File: config.mk
export PLATFORM = sky130hd
export DESIGN_NAME = hirq_top
export DESIGN_NICKNAME = d
export VERILOG_FILES = /design/src/rtl/hirq_pkg.sv /design/src/rtl/hirq_regs.sv /design/src/rtl/hirq_status.sv /design/src/rtl/hirq_irq.sv /design/src/rtl/hirq_top.sv
export SDC_FILE = /design/constraint.sdc
export NUM_CORES = 1
export LEC_CHECK = 0
export BUFFER_PORTS_ARGS = -buffer_cell sky130_fd_sc_hd__buf_2
export CAP_MARGIN = 20
export CORE_MARGIN = 2
export CORE_UTILIZATION = 51
export DETAILED_ROUTE_END_ITERATION = 8
export PLACE_DENSITY = 0.79
export SLEW_MARGIN = 10
export SYNTH_ARGS = -nofsm -noshare
export SYNTH_HDL_FRONTEND = slang
export SYNTH_SLANG_ARGS = --single-unit
File: constraint.sdc
create_clock -name clk -period 1.5 [get_ports clk]
set_clock_uncertainty 0.05 [all_clocks]
set_input_delay 0.15 -clock clk [delete_from_list [all_inputs] [get_ports clk]]
set_output_delay 0.15 -clock clk [all_outputs]
set_load 0.01 [all_outputs]
File: src/rtl/hirq_pkg.sv
package hirq_pkg;
  localparam int STAT_W  = 32;
  localparam int ADDR_W  = 3;
  localparam int CAUSE_W = 6;

  localparam int B_CMD_DONE  = 0;
  localparam int B_XFER_DONE = 1;
  localparam int B_GAP       = 2;
  localparam int B_DMA_DONE  = 3;
  localparam int B_BUF_WR    = 4;
  localparam int B_BUF_RD    = 5;
  localparam int B_CARD_IN   = 6;
  localparam int B_CARD_OUT  = 7;
  localparam int B_CARD_IRQ  = 8;
  localparam int B_CMD_TO    = 16;
  localparam int B_CMD_CRC   = 17;
  localparam int B_CMD_END   = 18;
  localparam int B_CMD_IDX   = 19;
  localparam int B_DAT_TO    = 20;
  localparam int B_DAT_CRC   = 21;
  localparam int B_DAT_END   = 22;
  localparam int B_STOP_ERR  = 23;
  localparam int B_DMA_ERR   = 24;

  localparam logic [STAT_W-1:0] NORMAL_MASK =
    (STAT_W'(1) << (B_CARD_IRQ + 1)) - STAT_W'(1);
  localparam logic [STAT_W-1:0] CMD_ERR_MASK =
    (STAT_W'(1) << B_CMD_TO) | (STAT_W'(1) << B_CMD_CRC) |
    (STAT_W'(1) << B_CMD_END) | (STAT_W'(1) << B_CMD_IDX);
  localparam logic [STAT_W-1:0] DATA_ERR_MASK =
    (STAT_W'(1) << B_DAT_TO) | (STAT_W'(1) << B_DAT_CRC) |
    (STAT_W'(1) << B_DAT_END);
  localparam logic [STAT_W-1:0] FORCE_ERR_MASK =
    CMD_ERR_MASK | DATA_ERR_MASK |
    (STAT_W'(1) << B_STOP_ERR) | (STAT_W'(1) << B_DMA_ERR);
  localparam logic [STAT_W-1:0] IMPL_MASK = NORMAL_MASK | FORCE_ERR_MASK;

  typedef enum logic [ADDR_W-1:0] {
    A_STATUS = 3'd0,
    A_LATCH  = 3'd1,
    A_SIGNAL = 3'd2,
    A_FORCE  = 3'd3,
    A_CAUSE  = 3'd4
  } reg_addr_e;

  // Clear-then-set: a set in the same cycle wins over a clear.
  function automatic logic [STAT_W-1:0] w1c_update(
      input logic [STAT_W-1:0] cur,
      input logic [STAT_W-1:0] set,
      input logic [STAT_W-1:0] clr);
    return (cur & ~clr) | set;
  endfunction

  // Decodes a force word into status set requests.
  function automatic logic [STAT_W-1:0] force_to_set(
      input logic [STAT_W-1:0] fw);
    logic [STAT_W-1:0] s;
    s = fw & FORCE_ERR_MASK;
    if (|fw[CAUSE_W-1:0]) s[B_STOP_ERR] = 1'b1;
    return s;
  endfunction

  function automatic logic any_in(
      input logic [STAT_W-1:0] v,
      input logic [STAT_W-1:0] mask);
    return |(v & mask);
  endfunction
endpackage

File: src/rtl/hirq_regs.sv
module hirq_regs
  import hirq_pkg::*;
(
  input  logic              clk,
  input  logic              rst_n,
  input  logic              wr_en,
  input  logic [ADDR_W-1:0] addr,
  input  logic [STAT_W-1:0] wdata,
  output logic [STAT_W-1:0] latch_en_o,
  output logic [STAT_W-1:0] sig_en_o,
  output logic [STAT_W-1:0] clr_o,
  output logic [STAT_W-1:0] force_set_o,
  output logic [CAUSE_W-1:0] force_cause_o
);
  logic wr_status, wr_latch, wr_signal, wr_force;
  logic [STAT_W-1:0] latch_q, sig_q;

  assign wr_status = wr_en && (addr == A_STATUS);
  assign wr_latch  = wr_en && (addr == A_LATCH);
  assign wr_signal = wr_en && (addr == A_SIGNAL);
  assign wr_force  = wr_en && (addr == A_FORCE);

  always_ff @(posedge clk or negedge rst_n) begin
    if (!rst_n) begin
      latch_q <= '0;
      sig_q   <= '0;
    end else begin
      if (wr_latch)  latch_q <= wdata & IMPL_MASK;
      if (wr_signal) sig_q   <= wdata & IMPL_MASK;
    end
  end

  assign latch_en_o    = latch_q;
  assign sig_en_o      = sig_q;
  assign clr_o         = wr_status ? wdata : '0;
  assign force_set_o   = wr_force ? force_to_set(wdata) : '0;
  assign force_cause_o = wr_force ? wdata[CAUSE_W-1:0] : '0;
endmodule

File: src/rtl/hirq_status.sv
module hirq_status
  import hirq_pkg::*;
(
  input  logic               clk,
  input  logic               rst_n,
  input  logic [STAT_W-1:0]  evt,
  input  logic [CAUSE_W-1:0] hw_cause,
  input  logic [STAT_W-1:0]  force_set,
  input  logic [CAUSE_W-1:0] force_cause,
  input  logic [STAT_W-1:0]  latch_en,
  input  logic [STAT_W-1:0]  clr,
  output logic [STAT_W-1:0]  set_vec_o,
  output logic               stop_accept_o,
  output logic [STAT_W-1:0]  status_o,
  output logic [CAUSE_W-1:0] cause_o
);
  logic [STAT_W-1:0]  raw_evt;
  logic [STAT_W-1:0]  status_q;
  logic [CAUSE_W-1:0] cause_q, cause_d;

  assign raw_evt       = (evt | force_set) & IMPL_MASK;
  assign set_vec_o     = raw_evt & latch_en;
  assign stop_accept_o = set_vec_o[B_STOP_ERR];
  assign cause_d       = (evt[B_STOP_ERR] ? hw_cause : '0) | force_cause;

  always_ff @(posedge clk or negedge rst_n) begin
    if (!rst_n) begin
      status_q <= '0;
      cause_q  <= '0;
    end else begin
      status_q <= w1c_update(status_q, set_vec_o, clr);
      if (stop_accept_o) cause_q <= cause_d;
    end
  end

  assign status_o = status_q;
  assign cause_o  = cause_q;
endmodule

File: src/rtl/hirq_irq.sv
module hirq_irq
  import hirq_pkg::*;
(
  input  logic              clk,
  input  logic              rst_n,
  input  logic [STAT_W-1:0] status,
  input  logic [STAT_W-1:0] sig_en,
  output logic              irq_o,
  output logic              cmd_any_o,
  output logic              data_any_o
);
  logic irq_q;

  always_ff @(posedge clk or negedge rst_n) begin
    if (!rst_n) irq_q <= 1'b0;
    else        irq_q <= any_in(status, sig_en);
  end

  assign irq_o      = irq_q;
  assign cmd_any_o  = any_in(status, CMD_ERR_MASK);
  assign data_any_o = any_in(status, DATA_ERR_MASK);
endmodule

File: src/rtl/hirq_top.sv
module hirq_top
  import hirq_pkg::*;
(
  input  logic               clk,
  input  logic               rst_n,
  input  logic               reg_we,
  input  logic [ADDR_W-1:0]  reg_addr,
  input  logic [STAT_W-1:0]  reg_wdata,
  output logic [STAT_W-1:0]  reg_rdata,
  input  logic [STAT_W-1:0]  evt_i,
  input  logic [CAUSE_W-1:0] stop_cause_i,
  output logic               irq_o,
  output logic               cmd_err_any_o,
  output logic               data_err_any_o
);
  logic [STAT_W-1:0]  latch_en, sig_en, clr_vec, force_set, set_vec, status_q;
  logic [CAUSE_W-1:0] force_cause, cause_q;
  logic               stop_accept;

  hirq_regs u_regs (
    .clk(clk), .rst_n(rst_n), .wr_en(reg_we), .addr(reg_addr),
    .wdata(reg_wdata), .latch_en_o(latch_en), .sig_en_o(sig_en),
    .clr_o(clr_vec), .force_set_o(force_set), .force_cause_o(force_cause)
  );

  hirq_status u_status (
    .clk(clk), .rst_n(rst_n), .evt(evt_i), .hw_cause(stop_cause_i),
    .force_set(force_set), .force_cause(force_cause), .latch_en(latch_en),
    .clr(clr_vec), .set_vec_o(set_vec), .stop_accept_o(stop_accept),
    .status_o(status_q), .cause_o(cause_q)
  );

  hirq_irq u_irq (
    .clk(clk), .rst_n(rst_n), .status(status_q), .sig_en(sig_en),
    .irq_o(irq_o), .cmd_any_o(cmd_err_any_o), .data_any_o(data_err_any_o)
  );

  always_comb begin
    unique case (reg_addr)
      A_STATUS: reg_rdata = status_q;
      A_LATCH:  reg_rdata = latch_en;
      A_SIGNAL: reg_rdata = sig_en;
      A_CAUSE:  reg_rdata = {{(STAT_W-CAUSE_W){1'b0}}, cause_q};
      default:  reg_rdata = '0;
    endcase
  end
endmodule

# Yosys cells after proc, flatten, opt, wreduce, memory -nomap -nowiden
# Index checks and enable logic that the tools add are counted.
totals:
  ff_bits: 75
  latchBits: 0
  ram_bits: 0
  mem_bits_ro: 0
  inputBits: 76
  out_inout_bits: 35
  word_cells: 31
  mem_count: 0
classes:
  n_addsub: 0
  multipliers: 0
  div_mod_pow: 0
  magnitude_cmp: 0
  n_eq_ne: 4
  shifts: 0
  n_mux: 6
  bitwise_logic: 7
  n_reduce_logical: 9
ops:
  columns: ["cell", "count"]
  rows:
  - ["$pmux 32 s4", 1]
  - ["$and 32x25->32", 1]
  - ["$and 32x32->32", 1]
  - ["$mux 32", 1]
  - ["$not 32->32", 1]
  - ["$or 32x32->32", 1]
  - ["$reduce_or 32->1", 1]
  - ["$and 25x25->25", 1]
  - ["$mux 25", 1]
  - ["$or 25x25->25", 1]
  - ["$mux 6", 2]
  - ["$eq 3x2->1 const B", 2]
  - ["$or 6x6->6", 1]
  - ["$reduce_or 6->1", 1]
  - ["$logic_and 1x1->1", 4]
  - ["$reduce_or 4->1", 1]
  - ["$eq 3x1->1 const B", 1]
  - ["$eq 3x3->1 const B", 1]
  - ["$logic_not 3->1", 1]
  - ["$reduce_or 3->1", 1]
  - ["$mux 1", 1]

# Longest topological paths before layout
# Gate-level depths: netlist of run 1.
logic_depth:
  word_depth: 6
  ltp_mapped: 7
  mapped_depth_nobuf: 4

# By module
# A second synthesis of run 1 with hierarchy kept.
unflattened:
  hier_cells: 495
  hier_area_um2: 4917.2
by_module_without_submodules:
  columns: ["mod", "n_inst", "cells_each", "area_each_um2"]
  rows:
  - ["hirq_regs", 1, 185, 2184.6]
  - ["hirq_status", 1, 146, 1660.3]
  - ["hirq_top", 1, 140, 874.6]
  - ["hirq_irq", 1, 24, 197.7]

# Worst setup path before layout of run 1
# Ideal clock, no wire load.
synth_timing:
  kind: "in2reg"
  start: "in reg_addr[0]"
  end: "reg u_regs.sig_q[17], in the netlist u_regs.sig_en_o[17]"
  arrival_ps: 1301
  required_time_ps: 1325
  slack_ps: 25
  path_stages: 6
  path_buffers: 3
  cell_sequence: "clkbuf_1 > nand2b_1 > nor3b_1 > buf_4 > buf_6 > mux2_2"
synth_between:
  elab_chain_len: 2
synth_lines:
  columns: ["item", "line", "text"]
  rows:
  - ["start, declared", "hirq_top.sv:7", "input logic [ADDR_W-1:0] reg_addr,"]
  - ["$eq 3x2->1", "hirq_regs.sv:20", "assign wr_signal = wr_en && (addr == A_SIGNAL);"]
  - ["$logic_and 1x1->1", "hirq_regs.sv:20", null]
  - ["end signal, assigned", "hirq_regs.sv:29", "if (wr_signal) sig_q <= wdata & IMPL_MASK;"]
  - ["end, declared", "hirq_regs.sv:16", "logic [STAT_W-1:0] latch_q, sig_q;"]
# Every way passes these cells.
# A chain may end at the register's enable or synchronous reset.

# Worst setup path after layout of run 1
layout_timing:
  start: "reg u_status.status_q[19], in the netlist u_status.status_o[19]"
  end: "out cmd_err_any_o"
layout_between:
  elab_chain_len: 1
layout_lines:
  columns: ["item", "line", "text"]
  rows:
  - ["start, declared", "hirq_status.sv:18", "logic [STAT_W-1:0] status_q;"]
  - ["start signal, assigned", "hirq_status.sv:31", "status_q <= w1c_update(status_q, set_vec_o, clr);"]
  - ["$reduce_or 4->1", "hirq_pkg.sv:66", "return |(v & mask);"]
  - ["end, declared", "hirq_top.sv:13", "output logic cmd_err_any_o,"]
# Every way passes these cells.

==> results of run 1 <==
==> flip-flops by register name, indices dropped and copies added, names as in the netlist <==
| name | flops |
|---|---|
| u_irq.irq_o | 1 |
| u_regs.sig_en_o | 18 |
| u_status.cause_o | 6 |
| u_regs.latch_en_o | 18 |
| u_status.status_o | 32 |
==> synth_stat cells, drive strengths merged <==
cell    instances  share of area, %
nand4           1              0.17
and2           14               2.4
nor4bb          1              0.27
a221oi          3              0.72
o32ai           1              0.24
nor2b           2              0.34
buf            15               2.7
nand2b          1              0.17
a21o            8               1.6
and4b           1              0.27
mux2           35                11
nor3b           1              0.21
nor3            1              0.14
or3             1              0.17
nor4b           1              0.41
o21ai          12               2.0
clkbuf          6              0.62
nand2          32               3.3
a21oi          18               2.5
and3            1              0.17
a22oi           9               1.9
nor2           31               3.2
o221ai          1              0.72
or4             3              0.82
mux2i          18               4.9
inv             1              0.10
dfrtp          75                51
a21boi         14               2.9
a22o           20               4.8
==> layer usage <==
layer  share of wire (%)  wire, um  track usage (%)
met5                   0         0                0
met4                 2.1       218             7.58
met3                 6.7       714             6.53
met1                  42      4460             35.0
met2                  49      5200             46.5
==> through the flow <==
stage | setup TNS [ps] | instance area (um^2) | hold slack, ps | util, % | power [W]
finish | -534 | 5170 | 12.8 | 75.3 | 0.00577
global route | -1520 | 5170 | 6.06 | 75.3 | 0.00601
CTS | -376 | 5000 | 4.87 | 72.9 | 0.00561
detailed placement | 0 | 4450 | 76.0 | 64.7 | 0.00366
global placement | 0 | 4450 | 65.7 | 64.7 | 0.00359
floorplan | 0 | 3650 | -196 | - | 0.00319
==> final cells by class <==
type	instances	area, um^2
clock inverter	3	67.6
timing repair buffer	177	1210
tap	96	120
clock buffer	13	179
sequential	75	1880
inverter	1	3.75
fill	472	1690
multi-input combinational	230	1720
==> path summary, 6_finish.rpt <==
check	start	to	depth (start not counted)
max	u_status.status_o[19]	cmd_err_any_o	2
min	evt_i[1]	u_status.status_o[1]	2
max reg2reg	u_status.status_o[18]	u_irq.irq_o	5
min reg2reg	u_status.cause_o[2]	u_status.cause_o[2]	2
max in group asynchronous	rst_n	u_regs.latch_en_o[4]	3
min in group asynchronous	rst_n	u_status.cause_o[4]	2
==> kinds of logic after synthesis <==
family	after synthesis	synth area share, %
mux	53	15.7
compound gates	86	17.3
buf+inv	22	3.46
simple gates	91	12.0
flops	75	51.5
==> power by group through the flow <==
stage / clock network, W / logic (W) / registers, W
2_1_floorplan: 0 / 0.000648 / 0.00255
3_3_place_gp: 0 / 0.000979 / 0.00261
3_5_place_dp: 0 / 0.00102 / 0.00264
4_1_cts: 0.00188 / 0.00114 / 0.00259
5_1_grt: 0.00197 / 0.00140 / 0.00264
6_report: 0.00187 / 0.00129 / 0.00261
==> placed cells by master, fill, tap and decap left out <==
cell | Yosys | layout
clkinvlp_4 | 0 | 1
o32ai_2 | 0 | 1
a21boi_0 | 14 | 14
nor4b_4 | 0 | 1
dfrtp_1 | 75 | 75
and3_1 | 1 | 1
o21ai_2 | 3 | 4
nand4_1 | 1 | 1
buf_12 | 0 | 4
or4_4 | 2 | 2
or4_1 | 1 | 1
or3_1 | 1 | 1
a22o_1 | 20 | 20
nor2_1 | 31 | 31
buf_6 | 3 | 2
nand2b_1 | 1 | 1
inv_1 | 1 | 1
mux2_2 | 35 | 35
nor3_4 | 0 | 1
o21ai_1 | 3 | 7
buf_4 | 3 | 53
o221ai_4 | 1 | 1
o21ai_0 | 6 | 1
nor4bb_4 | 0 | 1
nor2b_1 | 2 | 2
a21oi_1 | 18 | 16
nor3b_2 | 0 | 1
clkbuf_8 | 0 | 13
bufinv_16 | 0 | 2
and2_1 | 14 | 14
buf_2 | 8 | 95
a221oi_2 | 0 | 3
a21o_1 | 8 | 8
mux2i_1 | 18 | 18
nand2_1 | 32 | 32
a21oi_2 | 0 | 2
dlygate4sd3_1 | 0 | 23
and4b_1 | 1 | 1
a22oi_1 | 9 | 9
==> repair_timing <==
action / CTS / global route
gates resized for setup: 3 / 15
cloned: 0 / 1
hold endpoints to repair: 52 / 0
hold buffers: 23 / 0
pin swaps: 0 / 7
endpoints found under the setup margin: 11 / 35
setup buffers: 10 / 15
==> worst max-delay path, cell delays in order, from the launching register on <==
cell	delay (ps)
dfrtp_1	400
or4_1	520
buf_2	160
==> metrics.md, run 1 <==
| Metric | Value |
|---|---|
| Core Area | around 6900 um^2 |
| DR DRC count | 0 |
| Switch share | 27.5% |
| Share of power burned in registers | 45.2% |
| Crit start category | flop |
| Effective utilization at floorplan | between 50% and 60% |
| Worst EP required | ~1300 ps |
| Num rows | 30 |
| Max-cap violations | 0 |
| Yosys synthesis warning count | 0 |
| Comb pwr share | about 22% |
| Setup violators final | 7 |
| Dpl ws | 21.9 ps |
| Layout cell share with drive strength beyond 1 | 44.5% |
| Post-Syn Area | 3650 um^2 |
| Power density over the cells | 1110 nW/um^2 |
| Reg-to-reg setup timing slack | -10 ps |
| Final instance count without filler cells | 595 |
| Wire per inst | roughly 18 um |
| Port-buffer cells | 96 |
| Clk buf depth | 2 |
| Num ports | approximately 110 |
| Min Tclk post-route | 1630 ps |
| First-pass GRT wire length | 16100 um |
| Worst min path class | in -> reg |
| Nets@finish | 570 |
| Register area share after synthesis | 51.5% |
| WL final | 10600 um |
| Worst setup margin | -127 ps |
| Die area | just under 8000 um^2 |
| H-tree depth | 3 |
| Area delta synth->final | 41.9% |
| Number of global-route vias before repair | ~3.4k |
| Violations in the final reports | setup timing |
| CTS tree | done |
| VDD IR max | between 0.5 and 0.6 mV |
| Slew margin rel. | around 70% |
| Internal power | 0.00418 W |
| Psw | between 0.0015 and 0.002 W |
| Measured slew at the worst slew-check pin | 446 ps |
| Crit share post-route | 108% |
| Critical path class | reg -> out |
| Total CTS buffers | 9 |
| Gate Count Post-Synth | around 330 |
| Leak pwr | 2.53 nW |
| DR iter-0 viols | between 150 and 200 |
| Yosys reg bits | between 70 and 80 |
| Endpoints failing hold | 0 |
| Root Buffer | clkbuf_8 |
| Status | finished with violations |
| Post-DRT Antenna Nets | 0 |
| CP arrival | between 1000 and 1500 ps |
| DRT Pass-1 Iters | 5 |
| GP Congestion | slightly above 0.8 |
| Initial antenna violation count | 0 |
| Die Y | 88.6 um |
| Dpl cells | 530 |
| Worst-path clk slew | 80 ps |
| RSZ-0062 raised after global routing | yes |
| Crit path capture type | output pin |
| GRT Util Overall | 27.3% |
| Final HPWL DP | 6870 um |
| Largest net degree at the start of global routing | 33 |
| Slew Viols, Final | 0 |
| Clock power frac | 32.4% |
| Distinct cells, synth | 35 |
| Via density per instance | approximately 5.6 |
| Via Count | 3315 |
| Mapped Nets | 403 |
| Worst-Skew Late Latency | 350 ps |
| Fmax | 615 MHz |
| Grt ovf | 0 |
| Die W | between 80 and 90 um |
| Syn_area_per_cell | 11.2 um^2 |
| Ant. Diodes | 0 |
| Clock sinks | between 70 and 80 |
| Crit-path max FO | 2 |
No activity file was read; power rests on OpenSTA's default activity.
==> run 2, diff against run 1 <==
Settings changed: CORE_UTILIZATION 51 to 40, CTS_CLUSTER_DIAMETER set to 150, PLACE_DENSITY 0.79 to unset.
==> run 2 against run 1 <==
Against the previous run:
- the run still ends with setup timing left
- sequential share of layout area is 0.72 points lower
- register-to-register slack gained 70 ps
- power up 0.87%
- cell count up 4.0%
- count of clock-buffer cells in the layout down 4
- critical path depth unchanged
- cell area increased by 2.2%
- via count decreased by 4.0%
- worst hold slack worse by 1.6 ps
- critical endpoint unchanged
- utilization is 15 points lower
- flip-flop and latch count unchanged
==> metrics.md, run 2 (same netlist as run 1, synthesis figures left out) <==
| Metric | Value |
|---|---|
| DRT Pass-1 Iters | 5 |
| Setup violators final | 7 |
| RSZ-0062 raised after global routing | yes |
| Status | finished with violations |
| Slew margin rel. | between 60% and 70% |
| Nets@finish | slightly below 600 |
| Leak pwr | around 2.6 nW |
| Port-buffer cells | 96 |
| Num ports | 111 |
| Clock sinks | 75 |
| Core Area | slightly below 9000 um^2 |
| Slew Viols, Final | 0 |
| Number of global-route vias before repair | 3305 |
| Grt ovf | 0 |
| Wire per inst | 16.5 um |
| CP arrival | ~1500 ps |
| Critical-path top delay cell | or4_4 |
| DR iter-0 viols | 86 |
| Die Y | 99.5 um |
| Crit-path max FO | 3 |
| CP top delay family | simple AND/OR/NAND/NOR gates |
| Dpl ws | -24.7 ps |
| GP Congestion | between 0.7 and 0.8 |
| Via Count | 3184 |
| Power density over the cells | around 1100 nW/um^2 |
| WL final | 10200 um |
| Setup TNS Final | -483 ps |
| Worst-Skew Late Latency | 360 ps |
| Largest register FFs | 32 |
| Finished Core Util | 60.3% |
| Clk buf depth | 2 |
| Min Tclk post-route | 1650 ps |
| Via density per instance | approximately 5.1 |
| Worst setup margin | -152 ps |
| Initial antenna violation count | 0 |
| First-pass GRT wire length | 16400 um |
| GRT Util Overall | approximately a fifth |
| Final HPWL DP | 7330 um |
| Dpl cells | 551 |
| Final instance count without filler cells | 619 |
| CTS tree | done |
| Crit path capture type | output pin |
| CP peak stage delay | 520 ps |
| CP Buf/Inv Count | 1 |
| Die area | just under 10000 um^2 |
| Critical path class | reg -> out |
| Worst EP required | 1300 ps |
| Fmax | 605 MHz |
| Worst min path class | in -> reg |
| Ant. Diodes | 0 |
| Num rows | 34 |
| Critical Path, Cell by Cell | or4_4, buf_6 |
| Layout cell share with drive strength beyond 1 | 45.4% |
| VDD IR max | ~0.77 mV |
| Total CTS buffers | 9 |
| Largest net degree at the start of global routing | 37 |
| DR DRC count | 0 |
| Violations in the final reports | setup timing |
| Measured slew at the worst slew-check pin | 494 ps |
| Commonest non-fill, non-tap cell in the layout | buf_2 |
| Crit share post-route | 110% |
| Die W | approximately 99 um |
| Area delta synth->final | 44.9% |
| Endpoints failing hold | 0 |
| Reg-to-reg setup timing slack | 60 ps |
| Crit start category | flop |
| Commonest non-fill, non-tap cells in the layout | buf_2 (94), dfrtp_1 (73), buf_4 (60), mux2_2 (35), nand2_1 (32) |
| Root Buffer | clkbuf_8 |
| Post-DRT Antenna Nets | 0 |
| Max-cap violations | 0 |
| Effective utilization at floorplan | 41.6% |
| H-tree depth | 3 |
| Worst-path clk slew | 80 ps |
| Hold Worst Slack | 11.1 ps |
[run 2: path summary, 6_finish.rpt]
kind,cells past startpoint,endpoint,start
hold reg to reg,2,u_status.cause_o[4],u_status.cause_o[4]
min in group asynchronous,2,u_status.status_o[4],rst_n
setup reg to reg,5,u_irq.irq_o,u_status.status_o[2]
hold / removal,2,u_regs.sig_en_o[6],reg_wdata[6]
setup / recovery,2,cmd_err_any_o,u_status.status_o[17]
max in group asynchronous,3,u_status.status_o[20],rst_n
[run 2: power breakdown]
part	switching [W]	leakage (nW)	internal, W
sequential	0.000252	0.883	0.00234
clock	0.000810	0.124	0.00112
combinational	0.000548	1.58	0.000750
total	0.00161	2.58	0.00421
[run 2: per-stage QoR]
step                      total power, W  cell area, um^2
after CTS                        0.00573             5110
after global routing             0.00610             5290
after global placement           0.00364             4520
after floorplan                  0.00319             3650
after detailed placement         0.00368             4520
final                            0.00582             5290
[run 2: layout make-up]
cell class / instances / area [um^2]
multi-input combinational: 230 / 1710
fill: 757 / 3480
tap: 108 / 135
inverter: 1 / 3.75
clock buffer: 9 / 124
sequential: 75 / 1880
clock inverter: 7 / 125
timing repair buffer: 189 / 1310
[run 2: per-layer routing]
layer / vias up / track usage, % / routed length (um) / part of all wire [%]
met5: - / 0 / 0 / 0
met2: 78 / 36.6 / 5050 / 49
met4: 0 / 7.17 / 155 / 1.5
li1: 1532 / - / - / -
met3: 15 / 4.64 / 517 / 5.1
met1: 1559 / 27.0 / 4510 / 44
[run 2: timing repair]
item / in CTS / in global routing
endpoints found under the setup margin: 10 / 21
hold endpoints to repair: 59 / 0
gates resized for setup: 6 / 14
hold buffers: 26 / 0
pin swaps: 2 / 10
buffers inserted: 9 / 17
